==> src/rtl/pio_disp_pkg.sv <==
package pio_disp_pkg;
  parameter int AW        = 16;
  parameter int DW        = 8;
  parameter int NREG      = 3;
  parameter int NDIG      = 6;
  parameter logic [7:0] BASE_PORT = 8'h50;
  localparam int SNAPW    = AW + DW;
  localparam int FILEW    = NREG * DW;
  typedef logic [NREG-1:0][DW-1:0] reg_file_t;
  typedef logic [NDIG-1:0][3:0]    digit_vec_t;
endpackage

==> src/rtl/pio_bus_dec.sv <==
module pio_bus_dec
  import pio_disp_pkg::*;
(
  input  logic          clk,
  input  logic          rst_n,
  input  logic [AW-1:0] addr,
  input  logic [DW-1:0] d_in,
  input  logic          iorq_n,
  input  logic          rd_n,
  input  logic          wr_n,
  input  logic          m1_n,
  input  reg_file_t     regs,
  input  logic [DW-1:0] pio_in,
  output logic [DW-1:0] d_out,
  output logic          d_oe,
  output logic [NREG-1:0] wr_stb,
  output logic [DW-1:0] wr_data
);
  logic [NREG-1:0] hit;
  logic            io_cyc;
  logic [NREG-1:0] hit_q, hit_d;
  logic            wr_n_q;
  logic [DW-1:0]   data_q;

  assign io_cyc = ~iorq_n & m1_n;

  for (genvar i = 0; i < NREG; i++) begin : g_hit
    assign hit[i] = io_cyc && (addr[7:0] == BASE_PORT + 8'(i));
  end

  always_comb begin
    hit_d = hit;
  end

  always_ff @(posedge clk or negedge rst_n) begin
    if (!rst_n) begin
      hit_q  <= '0;
      wr_n_q <= 1'b1;
      data_q <= '0;
    end else begin
      hit_q  <= hit_d;
      wr_n_q <= wr_n;
      data_q <= d_in;
    end
  end

  assign wr_stb  = hit_q & {NREG{wr_n & ~wr_n_q}};
  assign wr_data = data_q;

  always_comb begin
    d_out = '0;
    for (int i = 0; i < NREG; i++) begin
      if (hit[i]) d_out = (i == 0) ? pio_in : regs[i];
    end
  end

  assign d_oe = ~rd_n & (|hit);

  AST_DOE_NEEDS_IOREQ: assert property (@(posedge clk) disable iff (!rst_n)
    d_oe |-> (!iorq_n && !rd_n));
  AST_NO_DRIVE_INTA: assert property (@(posedge clk) disable iff (!rst_n)
    d_oe |-> m1_n);
endmodule

==> src/rtl/pio_reg_file.sv <==
module pio_reg_file
  import pio_disp_pkg::*;
(
  input  logic            clk,
  input  logic            rst_n,
  input  logic [NREG-1:0] wr_stb,
  input  logic [DW-1:0]   wr_data,
  output reg_file_t       regs
);
  reg_file_t regs_d;

  always_comb begin
    regs_d = regs;
    for (int i = 0; i < NREG; i++) begin
      if (wr_stb[i]) regs_d[i] = wr_data;
    end
  end

  always_ff @(posedge clk or negedge rst_n) begin
    if (!rst_n) regs <= '1;
    else if (|wr_stb) regs <= regs_d;
  end

  AST_ONE_STROBE: assert property (@(posedge clk) disable iff (!rst_n)
    $onehot0(wr_stb));
  AST_REG_HOLD: assert property (@(posedge clk) disable iff (!rst_n)
    !(|wr_stb) |=> $stable(regs));
endmodule

==> src/rtl/pio_disp_src.sv <==
module pio_disp_src
  import pio_disp_pkg::*;
(
  input  logic          clk,
  input  logic          rst_n,
  input  logic [AW-1:0] addr,
  input  logic [DW-1:0] d_in,
  input  logic          mreq_n,
  input  logic          iorq_n,
  input  logic          rd_n,
  input  logic          wr_n,
  input  logic          m1_n,
  input  logic          disp_sel,
  input  reg_file_t     regs,
  output digit_vec_t    digits
);
  logic             xfer;
  logic             xfer_q;
  logic [AW-1:0]    addr_q;
  logic [DW-1:0]    data_q;
  logic [SNAPW-1:0] snap, snap_d;
  logic             snap_ld;
  logic [SNAPW-1:0] src;

  assign xfer    = (~mreq_n | (~iorq_n & m1_n)) & (~rd_n | ~wr_n);
  assign snap_ld = xfer_q & ~xfer;

  always_comb begin
    snap_d = snap;
    if (snap_ld) snap_d = {addr_q, data_q};
  end

  always_ff @(posedge clk or negedge rst_n) begin
    if (!rst_n) begin
      xfer_q <= 1'b0;
      addr_q <= '0;
      data_q <= '0;
    end else begin
      xfer_q <= xfer;
      addr_q <= addr;
      data_q <= d_in;
    end
  end

  always_ff @(posedge clk or negedge rst_n) begin
    if (!rst_n) snap <= '0;
    else if (snap_ld) snap <= snap_d;
  end

  assign src = disp_sel ? snap : SNAPW'(regs);

  for (genvar g = 0; g < NDIG; g++) begin : g_dig
    assign digits[g] = src[4*g +: 4];
  end

  AST_SNAP_HOLD: assert property (@(posedge clk) disable iff (!rst_n)
    !snap_ld |=> $stable(snap));
endmodule

==> src/rtl/pio_display_top.sv <==
module pio_display_top
  import pio_disp_pkg::*;
(
  input  logic          clk,
  input  logic          rst_n,
  input  logic [15:0]   addr,
  input  logic [7:0]    d_in,
  output logic [7:0]    d_out,
  output logic          d_oe,
  input  logic          mreq_n,
  input  logic          iorq_n,
  input  logic          rd_n,
  input  logic          wr_n,
  input  logic          m1_n,
  input  logic [7:0]    pio_in,
  output logic [7:0]    pio_drive_low,
  input  logic          disp_sel,
  output logic [3:0]    dig0,
  output logic [3:0]    dig1,
  output logic [3:0]    dig2,
  output logic [3:0]    dig3,
  output logic [3:0]    dig4,
  output logic [3:0]    dig5
);
  logic [1:0]      rst_sync;
  logic            rst_sync_n;
  reg_file_t       regs;
  logic [NREG-1:0] wr_stb;
  logic [DW-1:0]   wr_data;
  digit_vec_t      digits;

  always_ff @(posedge clk or negedge rst_n) begin
    if (!rst_n) rst_sync <= 2'b00;
    else        rst_sync <= {rst_sync[0], 1'b1};
  end
  assign rst_sync_n = rst_sync[1];

  pio_bus_dec u_dec (
    .clk(clk), .rst_n(rst_sync_n), .addr(addr), .d_in(d_in),
    .iorq_n(iorq_n), .rd_n(rd_n), .wr_n(wr_n), .m1_n(m1_n),
    .regs(regs), .pio_in(pio_in), .d_out(d_out), .d_oe(d_oe),
    .wr_stb(wr_stb), .wr_data(wr_data)
  );

  pio_reg_file u_regs (
    .clk(clk), .rst_n(rst_sync_n), .wr_stb(wr_stb),
    .wr_data(wr_data), .regs(regs)
  );

  pio_disp_src u_disp (
    .clk(clk), .rst_n(rst_sync_n), .addr(addr), .d_in(d_in),
    .mreq_n(mreq_n), .iorq_n(iorq_n), .rd_n(rd_n), .wr_n(wr_n),
    .m1_n(m1_n), .disp_sel(disp_sel), .regs(regs), .digits(digits)
  );

  assign pio_drive_low = ~regs[0];
  assign dig0 = digits[0];
  assign dig1 = digits[1];
  assign dig2 = digits[2];
  assign dig3 = digits[3];
  assign dig4 = digits[4];
  assign dig5 = digits[5];

  AST_PINS_FREE_AFTER_RESET: assert property (@(posedge clk)
    $rose(rst_sync_n) |-> (pio_drive_low == 8'h00));
endmodule

==> config.mk <==
export PLATFORM = sky130hd
export DESIGN_NAME = pio_display_top
export DESIGN_NICKNAME = d
export VERILOG_FILES = /design/src/rtl/pio_disp_pkg.sv /design/src/rtl/pio_bus_dec.sv /design/src/rtl/pio_reg_file.sv /design/src/rtl/pio_disp_src.sv /design/src/rtl/pio_display_top.sv
export SDC_FILE = /design/constraint.sdc
export NUM_CORES = 1
export LEC_CHECK = 0
export ABC_CLOCK_PERIOD_IN_PS = 2700
export BUFFER_PORTS_ARGS = -buffer_cell sky130_fd_sc_hd__buf_4
export CAP_MARGIN = 20
export CORE_ASPECT_RATIO = 1.1
export CORE_UTILIZATION = 30
export DETAILED_ROUTE_END_ITERATION = 10
export PLACE_DENSITY_LB_ADDON = 0.08
export SLEW_MARGIN = 30
export SYNTH_ARGS = -nofsm -noshare
export SYNTH_HDL_FRONTEND = slang
export SYNTH_SLANG_ARGS = --single-unit
==> constraint.sdc <==
create_clock -name clk -period 2.7 [get_ports clk]
set_clock_uncertainty 0.1 [all_clocks]
set_input_delay 0 -clock clk [delete_from_list [all_inputs] [get_ports clk]]
set_output_delay 0 -clock clk [all_outputs]
set_load 0.05 [all_outputs]
Word-level counts from Yosys, hierarchy flattened --
Index checks and enable logic that the tools add are counted.
Operators by class: reduce and logical (&&, ||, !) cells 8, bitwise operators 15, muxes and demuxes 4, equality and inequality tests 3
Operator list (number):
- == test 8 x 7 -> 1 bit, second input constant | 3
- 2-to-1 mux 24 bit | 1
- 2-to-1 mux 8 bit | 3
- NOT 8 bit | 1
- NOT 1 bit | 6
- AND reduction 2 bit | 3
- OR reduction 3 bit | 2
- AND 1 bit | 5
- AND 3 bit | 1
- logical AND 1 bit | 3
- bitwise OR 1 bit | 2
Word-level totals: logic and storage cells 40, register bits after elaboration 79, output and inout bits 41, input port bits 40

Depth between registers and ports, before layout --
Gate-level depths: netlist of the first run.
word-level depth 6, depth in mapped cells 4, gate-level depth less buffers 3

Hierarchy --
A second synthesis of the first run with hierarchy kept.
Unflattened totals: cells, all modules 229, area total of the unflattened synthesis 3674.8 um^2
Modules (own cells, without submodules):
- pio_disp_src | cells each 107, area each 1935.6 um^2, seq. area each 1226.2 um^2, instances 1
- pio_reg_file | cells each 51, area each 1024.7 um^2, seq. area each 630.6 um^2, instances 1
- pio_bus_dec | cells each 60, area each 630.6 um^2, seq. area each 301.5 um^2, instances 1
- pio_display_top | cells each 11, area each 83.8 um^2, seq. area each 50.0 um^2, instances 1

Worst setup path before layout of the first run --
No wires, ideal clock.
path type reg-to-output, start point register u_regs.regs[0] (netlist bit), end point output dig0[0], arrival time 1.876 ns, stages on the path, launching flop included 3, setup slack 0.724 ns, data required time 2.600 ns, path buffers 0, path through dfstp_2 > inv_1 > o21ai_0
On the way: cells in the longest elaborated chain, start to end 1
Ends and longest elaborated chain:
- start: declaration | RTL line pio_reg_file.sv:8 | output reg_file_t regs
- start signal: assignment | RTL line pio_reg_file.sv:21 | else if (|wr_stb) regs <= regs_d;
- 2-to-1 mux 24 bit | RTL line pio_disp_src.sv:50 | assign src = disp_sel ? snap : SNAPW'(regs);
- end: declaration | RTL line pio_display_top.sv:18 | output logic [3:0] dig0,
No other way between the ends.

Final worst setup path of the first run --
start point input addr[3], end point output d_out[3]
On the way: cells in the longest elaborated chain, start to end 5, elaborated cells between the ends (all ways) 9, classes of those cells eq/ne: 3; mux: 3; reduce/logical: 3
Ends and longest elaborated chain:
- start: declaration | RTL line pio_display_top.sv:6 | input logic [15:0] addr,
- == test 8 x 7 -> 1 bit | RTL line pio_bus_dec.sv:28 | assign hit[i] = io_cyc && (addr[7:0] == BASE_PORT + 8'(i));
- logical AND 1 bit | RTL line pio_bus_dec.sv:28
- 2-to-1 mux 8 bit (2 in a row) | RTL line pio_bus_dec.sv:53 | if (hit[i]) d_out = (i == 0) ? pio_in : regs[i];
- 2-to-1 mux 8 bit * | RTL line pio_bus_dec.sv:53
- end: declaration | RTL line pio_display_top.sv:8 | output logic [7:0] d_out,
Every way passes the cells marked *; elsewhere a longest branch is shown, timed or not.

==> metrics.md, run 1 <==
| Metric | Value |
|---|---|
| Status | complete, no violations |
| WS Path Type | input pin to output port |
| TNS Setup | 0 ns |
| Dominant synthesized flop cell | dfrtp_1 |
| Cell Chain, Critical Path | dlygate4sd3_1 -> buf_4 -> and4bb_2 -> nand3_1 -> a21oi_1 -> buf_4 |
| Synth area leaders | dfrtp_1 (42%), mux2_2 (22%), dfstp_2 (20%) |
| Post-DP HPWL | 4930 um |
| Switch share | 0.269 |
| Post-synthesis area per instance | 14.2 um^2 |
| Post-synth top area cell | dfrtp_1 |
| DIE HEIGHT | 111 um |
| Slew headroom | 0.444 |
| CTS tree | yes |
| Sequential share of power | 0.440 |
| RR Startpoint | u_disp.xfer_q |
| Clock Latency Late Sink | 0.33 ns |
| Synthesis-stage register bit count | 79 |
| CTS buffer count | 9 |
| Mapped Nets | 268 |
| Synth Warn # | 0 |
| Post-layout min period | 2.08 ns |
| Grt total ovfl | 0 |
| Worst Path Required | 2.60 ns |
| Sequential area share after synthesis | 0.622 |
| Fin. Hold Viols | 0 |
| Top Ports | 81 |
| Pwr Density | 674 nW/um^2 |
| Drt first-iter violations | 52 |
| Post-synthesis cell type count | 25 |
| Worst Hold Class | flop to asynchronous set/reset pin |
| Worst hold slack | 0.179 ns |
| Worst vdd ir | about 0.29 mV |
| Worst R2R Path Depth | 3 |
| Initial Util | 0.309 |
| Antenna Violating Nets Remaining | 0 |
| Routed vias | 2,145 |
| Critical path endpoint category | output port |
| Ant diodes | 0 |
| Int Power | ~2.2 mW |
| Largest net degree at the start of global routing | 47 |
| Clock share of power | 0.386 |
| Actual slew at the worst max-slew pin | 0.831 ns |
| Clock Sink Count | slightly below 80 |
| Post-synth EDFFs | 0 |
| Filler instances | 1,009 |
| Critical Path Source Type | input pin |
| CTS HTree Levels | 3 |
| Worst path slowest cell | dlygate4sd3_1 |
| Detailed Routing Iterations Pass 1 | 4 |
| Initial antenna violation count | 0 |
| Vias in the first global route | 2,251 |
| Final Max Tran Viols | 0 |
| Clk buf depth | 2 |
| Placeable Area | ~10,000 um^2 |
| Port bufs | 80 |
| Sw power | 825 uW |
| Post-synth top area share | 0.419 |
| Worst-path clk slew | 0.06 ns |
| Worst-path maximum fanout | 12 |
| Max cap viols | 0 |
| Die X-Extent | slightly above 100 um |
| Pleak | 2.01 nW |
| Most used cell, CP | buf_4 |
| Fraction of layout cells with a size suffix above 1 | 0.561 |
| Die ar. | 11,200 um^2 |
| Drt via density | 4.40 |
| Root buf cell | clkbuf_16 |
| Layout area overhead | 40.9% |
| DR WL/cell | 15.2 um |
| # rows | 39 |
| GR Util All Layers | 0.144 |
| Arrival time of the worst setup path | 1.98 ns |
| Logic gate share of total power | 0.174 |
| Final Setup Violations | 0 |
| Crit-path max cell delay | 0.54 ns |
| First-pass GRT wire length | 12,000 um |
| Unrepaired setup endpoints after global routing | false |
| # nets final | approximately 380 |
| Mapped cell area | 3230 um^2 |
| DRT Wirelength | approximately 7400 um |
| Reg2reg end | u_disp.snap[12] |
| Asr flop ratio synth | 1.00 |
| Final period util | 0.770 |
| Mapped Cells | 228 |
| Residual DRC count | 0 |
| Flop-to-flop setup slack | around 0.97 ns |
| Gpl congestion | 0.702 |
| Delay-heaviest family, CP | buffers and inverters |
| Buffer and inverter count on the worst path | 3 |
| Fmax | 481 MHz |
-- per-layer routing --
metal,part of all wire,global-route usage,vias to the layer above
li1,-,-,1005
met1,0.47,0.194,1082
met2,0.47,0.228,49
met3,0.034,0.0240,9
met4,0.018,0.0609,0
met5,0,0,-
-- worst reg2reg max path: cells and delay by family, from the launching register on --
| kind | cells | cell delay [ns] |
|---|---|---|
| simple gates | 1 | 0.09 |
| mux | 1 | 0.41 |
| flops | 1 | 0.35 |
| compound gates | 1 | 0.66 |
-- synthesized netlist by cell type, types with 2 or more instances --
library cell / count
mux2_2: 64
dfrtp_1: 54
dfstp_2: 25
nand2_1: 17
a21oi_1: 9
inv_1: 8
mux2i_1: 8
o21ai_0: 8
or2_0: 7
clkbuf_1: 4
buf_2: 3
buf_6: 3
nand2_2: 3
nor2b_1: 3
nand3_1: 2
-- cell type report --
class	instances	area, um^2	area share
Sequential cell	79	2010	0.442
Multi-Input combinational cell	131	1120	0.247
Timing Repair Buffer	110	911	0.200
Clock buffer	10	229	0.0504
Tap cell	143	179	0.0394
Clock inverter	6	61.3	0.0135
Inverter	8	30.0	0.00660
-- worst max-delay path by stage --
stage	start	end	slack, ns	cells after the start
after global placement	u_disp.xfer_q	u_disp.snap[23]	0.98	3
after detailed placement	u_disp.xfer_q	u_disp.snap[12]	0.94	3
after floorplan	rst_sync[1]	u_dec.hit_q[0]	0.28	0
after global routing	addr[3]	d_oe	0.50	6
final	addr[3]	d_out[3]	0.62	6
after CTS	addr[3]	d_oe	0.58	6
-- registers in the layout, summed over array words and instances (netlist names) --
signal / count
u_disp.addr_q: 16
u_regs.regs: 24
rst_sync: 2
u_disp.snap: 24
u_disp.xfer_q: 1
u_dec.wr_data: 8
u_dec.hit_q: 3
u_dec.wr_n_q: 1
-- logic make-up after synthesis --
kind of cell           after synthesis  share of synthesized area
other                                1                    0.00116
DFF                                 79                      0.622
buffers and inverters               18                     0.0291
AOI/OAI and AO/OA                   19                     0.0337
and+or+nand+nor                     39                     0.0655
muxes                               72                      0.248
-- power groups by stage --
stage / Combinational [mW] / Clock [mW] / Sequential (mW)
after CTS: 0.541 / 1.21 / 1.35
final: 0.532 / 1.18 / 1.35
after floorplan: 0.352 / 0 / 1.35
after global placement: 0.502 / 0 / 1.37
after global routing: 0.566 / 1.28 / 1.36
after detailed placement: 0.506 / 0 / 1.37
-- placed cells by master, fill, tap and decap left out, drive strengths merged --
master        n
nor3b         1
nand2        20
conb          1
and4bb        1
a21oi         9
or2           8
dfstp        25
clkinvlp      1
o21ai         9
bufinv        1
clkbuf       10
buf          81
mux2         64
nand3         2
inv           8
dfrtp        54
and2b         1
nor2b         4
mux2i         8
nor3          1
a211oi        1
dlygate4sd3  29
clkinv        4
nor2          1
-- stage by stage --
stage          setup WS [ns]  cells  power [mW]  utilization  cell area, um^2
3_3_place_gp           0.982    442        1.87        0.380             3970
2_1_floorplan          0.281    228        1.71            -             3230
5_1_grt                0.496    487        3.21        0.435             4550
6_report               0.621    487        3.06        0.435             4550
4_1_cts                0.582    487        3.10        0.435             4550
3_5_place_dp           0.939    442        1.88        0.380             3970
-- repair_timing --
| item | 4_1_cts | 5_1_grt |
|---|---|---|
| gates resized for setup | 0 | 0 |
| hold buffers | 29 | 0 |
| endpoints found under the hold margin | 30 | 0 |
| setup buffers | 0 | 0 |
Note: power is estimated with default switching activity, not from simulation.
==> run 2: changes to the inputs <==
--- a/config.mk
+++ b/config.mk
@@ -5,7 +5,8 @@
 export SDC_FILE = /design/constraint.sdc
 export NUM_CORES = 1
 export LEC_CHECK = 0
-export ABC_CLOCK_PERIOD_IN_PS = 2700
+export ABC_AREA = 1
+export ABC_CLOCK_PERIOD_IN_PS = 2150
 export BUFFER_PORTS_ARGS = -buffer_cell sky130_fd_sc_hd__buf_4
 export CAP_MARGIN = 20
 export CORE_ASPECT_RATIO = 1.1
==> constraint.sdc (replaced) <==
create_clock -name clk -period 2.15 [get_ports clk]
set_clock_uncertainty 0.1 [all_clocks]
set_input_delay 0 -clock clk [delete_from_list [all_inputs] [get_ports clk]]
set_output_delay 0 -clock clk [all_outputs]
set_load 0.05 [all_outputs]
==> metrics.md, run 2 <==
| Metric | Value |
|---|---|
| Status | complete, no violations |
| Final period util | 0.904 |
| Clk buf depth | 2 |
| Sequential area share after synthesis | 0.622 |
| Reg2reg end | u_disp.snap[6] |
| CTS buffer count | 9 |
| CTS HTree Levels | 3 |
| Largest net degree at the start of global routing | 47 |
| Post-synthesis cell type count | 23 |
| Ranking of synthesized cells by instance count | nand2_1 (77), dfrtp_1 (54), o21ai_0 (40) |
| Worst Path Required | 2.05 ns |
| Final Setup Violations | 0 |
| Post-synth EDFFs | 0 |
| Pre-CTS setup slack | 0.695 ns |
| Post-synth top area share | 0.419 |
| Arrival time of the worst setup path | 1.84 ns |
| Routed vias | 2,590 |
| Initial antenna violation count | 0 |
| Final Max Tran Viols | 0 |
| Worst R2R Path Depth | 4 |
| GR Util All Layers | 0.159 |
| DIE HEIGHT | 111 um |
| Synth Warn # | 0 |
| DR WL/cell | 14.2 um |
| Most common cell after layout, fill and taps aside | buf_4 |
| Drt first-iter violations | about 150 |
| RR Startpoint | u_disp.xfer_q |
| Post-synthesis area per instance | 10.1 um^2 |
| Placeable Area | 10,400 um^2 |
| Fin. Hold Viols | 0 |
| Fmax | 515 MHz |
| Gpl congestion | 0.768 |
| WS Path Type | input pin to output port |
| Dominant synthesized flop cell | dfrtp_1 |
| Most frequent cells in the layout | buf_4 (83), nand2_1 (77), dfrtp_1 (53), o21ai_0 (40), nand3_1 (35) |
| Worst hold stages | 6 |
| Die X-Extent | slightly above 100 um |
| Asr flop ratio synth | 1.00 |
| Mapped Cells | 319 |
| Setup ws final | 0.207 ns |
| Flop-to-flop setup slack | 0.73 ns |
| Synthesis-stage register bit count | 79 |
| Hold Startpoint | iorq_n |
| Largest regs | u_disp.snap: 24 flops, u_regs.regs: 24 flops, u_disp.addr_q: 16 flops |
| Synth area leaders | dfrtp_1 (42%), dfstp_2 (20%), nand2_1 (9.0%) |
| Root buf cell | clkbuf_16 |
| Clock Latency Late Sink | 0.33 ns |
| Unrepaired setup endpoints after global routing | false |
| Filler instances | 1,051 |
| DRT Wirelength | slightly above 8000 um |
| Drt via density | 4.52 |
| Clock Sink Count | 79 |
| Slew headroom | 0.624 |
| Antenna Violating Nets Remaining | 0 |
| Layout area overhead | 41.4% |
| Die ar. | 11,200 um^2 |
| Worst-path clk slew | approximately 0.060 ns |
| Post-CTS Setup Inserts | 0 |
| # nets final | between 400 and 500 |
| CTS tree | yes |
| Mapped cell area | 3230 um^2 |
| Critical Path Source Type | input pin |
| Post-layout min period | 1.94 ns |
| Post-DP HPWL | ~5500 um |
| Worst vdd ir | about 0.43 mV |
| Detailed Routing Iterations Pass 1 | 4 |
| Max cap viols | 0 |
| Top Ports | 81 |
| First-pass GRT wire length | roughly 13,000 um |
| Residual DRC count | 0 |
| # rows | 39 |
| Actual slew at the worst max-slew pin | ~0.56 ns |
| Worst Hold Class | input pin to flop |
| Critical path endpoint category | output port |
| Grt total ovfl | 0 |
| Mapped Nets | 359 |
| Vias in the first global route | 2,649 |
| Port bufs | 80 |
| WHS Endpoint | u_dec.hit_q[1] |
| Initial Util | 0.309 |
| TNS Setup | 0 ns |
| Ant diodes | 0 |
| Pleak | 2.15 nW |
| Fraction of layout cells with a size suffix above 1 | 0.347 |
| Top-count cell post-synth | nand2_1 |
| Post-synth top area cell | dfrtp_1 |
| Pwr Density | 854 nW/um^2 |
| Worst-path maximum fanout | 18 |
## run 2: cell types whose count changed after synthesis, moves of 5 or more
cell,delta
or2_0,-7
nand3_1,+33
mux2_2,-48
a21oi_1,-5
inv_1,+17
mux2i_1,-8
nand2_1,+60
buf_2,+5
nor2_1,+5
o21ai_0,+32
## run 2: worst max-delay path, cell delays in order
cell and delay, ns:
dlygate4sd3_1 0.55, buf_4 0.14, nor2_1 0.11, nand2_2 0.13, nor2_8 0.26, o211ai_1 0.14
a21oi_1 0.26, buf_4 0.25
## run 2: through the flow
step / cells / area, um^2 / power, mW / hold slack, ns / util
CTS: 573 / 4560 / 3.95 / 0.0752 / 0.437
global route: 573 / 4560 / 4.07 / 0.108 / 0.437
finish: 573 / 4560 / 3.90 / 0.0812 / 0.437
detailed placement: 530 / 3970 / 2.27 / -0.315 / 0.380
floorplan: 319 / 3230 / 2.06 / -0.396 / -
global placement: 530 / 3970 / 2.26 / -0.317 / 0.380
## run 2: worst max-delay path by stage
stage / from / end / slack (ns) / depth (start not counted)
3_3_place_gp: addr[0] / d_out[5] / 0.73 / 9
4_1_cts: addr[0] / d_out[5] / 0.13 / 10
2_1_floorplan: u_regs.regs[0] / dig0[0] / 0.17 / 2
5_1_grt: addr[5] / d_out[6] / 0.1 / 9
6_report: addr[5] / d_out[6] / 0.21 / 8
3_5_place_dp: u_disp.xfer_q / u_disp.snap[6] / 0.70 / 4
## run 2: layout make-up
| type | instances | area [um^2] | share of cell area |
|---|---|---|---|
| well taps | 143 | 179 | 0.0392 |
| flip-flops and latches | 79 | 2010 | 0.440 |
| clock inverters | 4 | 70.1 | 0.0154 |
| repair buffers | 111 | 913 | 0.200 |
| multi-input cells | 199 | 1050 | 0.230 |
| inverters | 25 | 97.6 | 0.0214 |
| clock buffers | 12 | 246 | 0.0540 |
## run 2: repair_timing
item | CTS | global route
endpoints found under the setup margin | 0 | 4
resized for setup | 0 | 1
endpoints found under the hold margin | 29 | 0
hold buffers | 27 | 0
## run 2: power by group
part | total (mW) | internal (mW) | leakage (nW) | switching, mW
sequential | 1.66 | 1.61 | 0.911 | 0.0531
combinational | 0.613 | 0.229 | 1.08 | 0.384
clock | 1.63 | 1.05 | 0.157 | 0.581
total | 3.90 | 2.88 | 2.15 | 1.02
## run 2: routing by layer
metal	GRT usage	vias up	wire [um]
met4	0.0676	0	170
li1	-	1255	-
met5	0	-	0
met1	0.193	1259	3390
met2	0.268	64	4210
met3	0.0347	12	391
## run 2: cell families after synthesis
logic type,Yosys count,share of synthesized area
simple gates,132,0.186
flops,79,0.622
compound gates,50,0.0814
buf+inv,41,0.0531
mux,16,0.0558
other cells,1,0.00116
==> run 3: changes to the inputs <==
--- a/config.mk
+++ b/config.mk
@@ -7,7 +7,7 @@
 export LEC_CHECK = 0
 export ABC_AREA = 1
 export ABC_CLOCK_PERIOD_IN_PS = 2150
-export BUFFER_PORTS_ARGS = -buffer_cell sky130_fd_sc_hd__buf_4
+export BUFFER_PORTS_ARGS = -buffer_cell sky130_fd_sc_hd__buf_2
 export CAP_MARGIN = 20
 export CORE_ASPECT_RATIO = 1.1
 export CORE_UTILIZATION = 30
==> metrics.md, run 3 (same netlist as run 2, synthesis figures left out) <==
| Metric | Value |
|---|---|
| Max cap viols | 0 |
| Detailed Routing Iterations Pass 1 | 4 |
| Actual slew at the worst max-slew pin | 0.669 ns |
| Final period util | 0.890 |
| Layout area overhead | 35.8% |
| Root buf cell | clkbuf_16 |
| Cell Chain, Critical Path | dlygate4sd3_1 -> buf_2 -> nor2_1 -> nand2_2 -> nor2_8 -> o211ai_1 -> a21oi_1 -> buf_2 |
| Top Ports | between 80 and 90 |
| Fin. Hold Viols | 0 |
| Final Setup Violations | 0 |
| Routed vias | 2,508 |
| Worst Hold Class | input pin to flop |
| Reg2reg end | u_regs.regs[22] |
| CTS buffer count | 9 |
| Die X-Extent | 101 um |
| Critical Path Source Type | input pin |
| RR Startpoint | u_dec.wr_n_q |
| Worst path slowest cell | dlygate4sd3_1 |
| Fraction of layout cells with a size suffix above 1 | 0.349 |
| DIE HEIGHT | ~110 um |
| WS Path Type | input pin to output port |
| Most used cell, CP | buf_2 |
| Worst vdd ir | 0.395 mV |
| Pre-CTS setup slack | 0.701 ns |
| Placeable Area | 10,400 um^2 |
| Largest regs | u_disp.snap: 24 flops, u_regs.regs: 24 flops, u_disp.addr_q: 16 flops |
| Largest net degree at the start of global routing | 33 |
| Status | complete, no violations |
| DRT Wirelength | 8070 um |
| CTS tree | yes |
| # rows | 39 |
| DR WL/cell | 14.1 um |
| Setup ws final | 0.236 ns |
| CTS HTree Levels | 3 |
| Clock Sink Count | 79 |
| Arrival time of the worst setup path | ~1.8 ns |
| Slew headroom | 0.554 |
| Gpl congestion | 0.782 |
| Register area | 2010 um^2 |
| Worst-path maximum fanout | 18 |
| Post-CTS Setup Inserts | 0 |
| Vias in the first global route | 2,463 |
| Worst R2R Path Depth | 3 |
| Initial antenna violation count | 0 |
| WHS Endpoint | u_disp.xfer_q |
| Drt first-iter violations | 105 |
| Pleak | 2.10 nW |
| Ant diodes | 0 |
| GR Util All Layers | 0.153 |
| # nets final | approximately 470 |
| Most common cell after layout, fill and taps aside | buf_2 |
| Clk buf depth | 2 |
| Worst Path Required | just over 2 ns |
| TNS Setup | 0 ns |
| Multi-input logic area | 1050 um^2 |
| Port bufs | 80 |
| Clock Latency Late Sink | 0.32 ns |
| Fmax | 522 MHz |
| Drt via density | 4.38 |
| Final Max Tran Viols | 0 |
| Delay-heaviest family, CP | buffers and inverters |
| Post-layout min period | 1.91 ns |
| Crit-path max cell delay | 0.53 ns |
| Worst hold stages | 5 |
| First-pass GRT wire length | approximately 13,000 um |
| Filler instances | ~1,100 |
| Initial Util | 0.309 |
| Critical path endpoint category | output port |
| Hold Startpoint | rd_n |
| Post-DP HPWL | between 5000 and 6000 um |
| Most frequent cells in the layout | buf_2 (80), nand2_1 (77), dfrtp_1 (53), o21ai_0 (40), nand3_1 (35) |
| Buffer and inverter count on the worst path | 3 |
| Residual DRC count | 0 |
| Die ar. | 11,200 um^2 |
| Final Total Pwr | roughly 3.9 mW |
| Grt total ovfl | 0 |
| Flop-to-flop setup slack | 0.77 ns |
| Antenna Violating Nets Remaining | 0 |
| Pwr Density | a little under 900 nW/um^2 |
| Worst-path clk slew | 0.06 ns |
| Unrepaired setup endpoints after global routing | false |
==> run 3: power breakdown <==
part           internal, mW  switching, mW  leakage, nW
sequential             1.60         0.0598        0.911
combinational         0.181          0.374         1.03
clock                  1.05          0.583        0.156
==> run 3: metal layers <==
| layer | up-vias | global-route usage | share of wire |
|---|---|---|---|
| li1 | 1259 | - | - |
| met1 | 1196 | 0.196 | 0.45 |
| met2 | 46 | 0.254 | 0.50 |
| met3 | 7 | 0.0372 | 0.036 |
| met4 | 0 | 0.0464 | 0.010 |
| met5 | - | 0 | 0 |
==> run 3: worst max path at each step <==
stage                    from  endpoint  slack, ns  depth (start not counted)
5_1_grt               addr[5]  d_out[6]       0.11                          8
3_5_place_dp          addr[0]  d_out[5]       0.70                          9
2_1_floorplan  u_regs.regs[0]   dig0[0]       0.17                          2
3_3_place_gp          addr[0]  d_out[5]       0.75                          9
6_report              addr[5]  d_out[6]       0.24                          8
4_1_cts               addr[0]  d_out[5]       0.14                         10
==> run 3: worst min-delay path: cells and delay by family <==
family	cells	cell delay [ns]
buf+inv	3	0.38
simple gates	2	0.13
==> run 3: area by class of cell <==
| class | count | area share |
|---|---|---|
| clock buffers | 11 | 0.0554 |
| clock inverters | 5 | 0.0186 |
| inverters | 25 | 0.0223 |
| multi-input cells | 199 | 0.239 |
| flip-flops and latches | 79 | 0.458 |
| well taps | 143 | 0.0408 |
| repair buffers | 111 | 0.166 |
==> run 3: timing repair <==
| item | CTS | global route |
|---|---|---|
| hold endpoints to repair | 29 | 0 |
| hold buffers | 27 | 0 |
| gates resized for setup | 0 | 1 |
| setup endpoints to repair | 0 | 1 |
==> run 3: stage by stage <==
| stage | util | hold WS (ns) | instance area (um^2) | cells |
|---|---|---|---|---|
| 6_report | 0.420 | 0.121 | 4380 | 573 |
| 5_1_grt | 0.420 | 0.130 | 4380 | 573 |
| 4_1_cts | 0.419 | 0.101 | 4380 | 573 |
| 3_5_place_dp | 0.362 | -0.313 | 3780 | 530 |
| 3_3_place_gp | 0.362 | -0.314 | 3780 | 530 |
| 2_1_floorplan | - | -0.396 | 3230 | 319 |
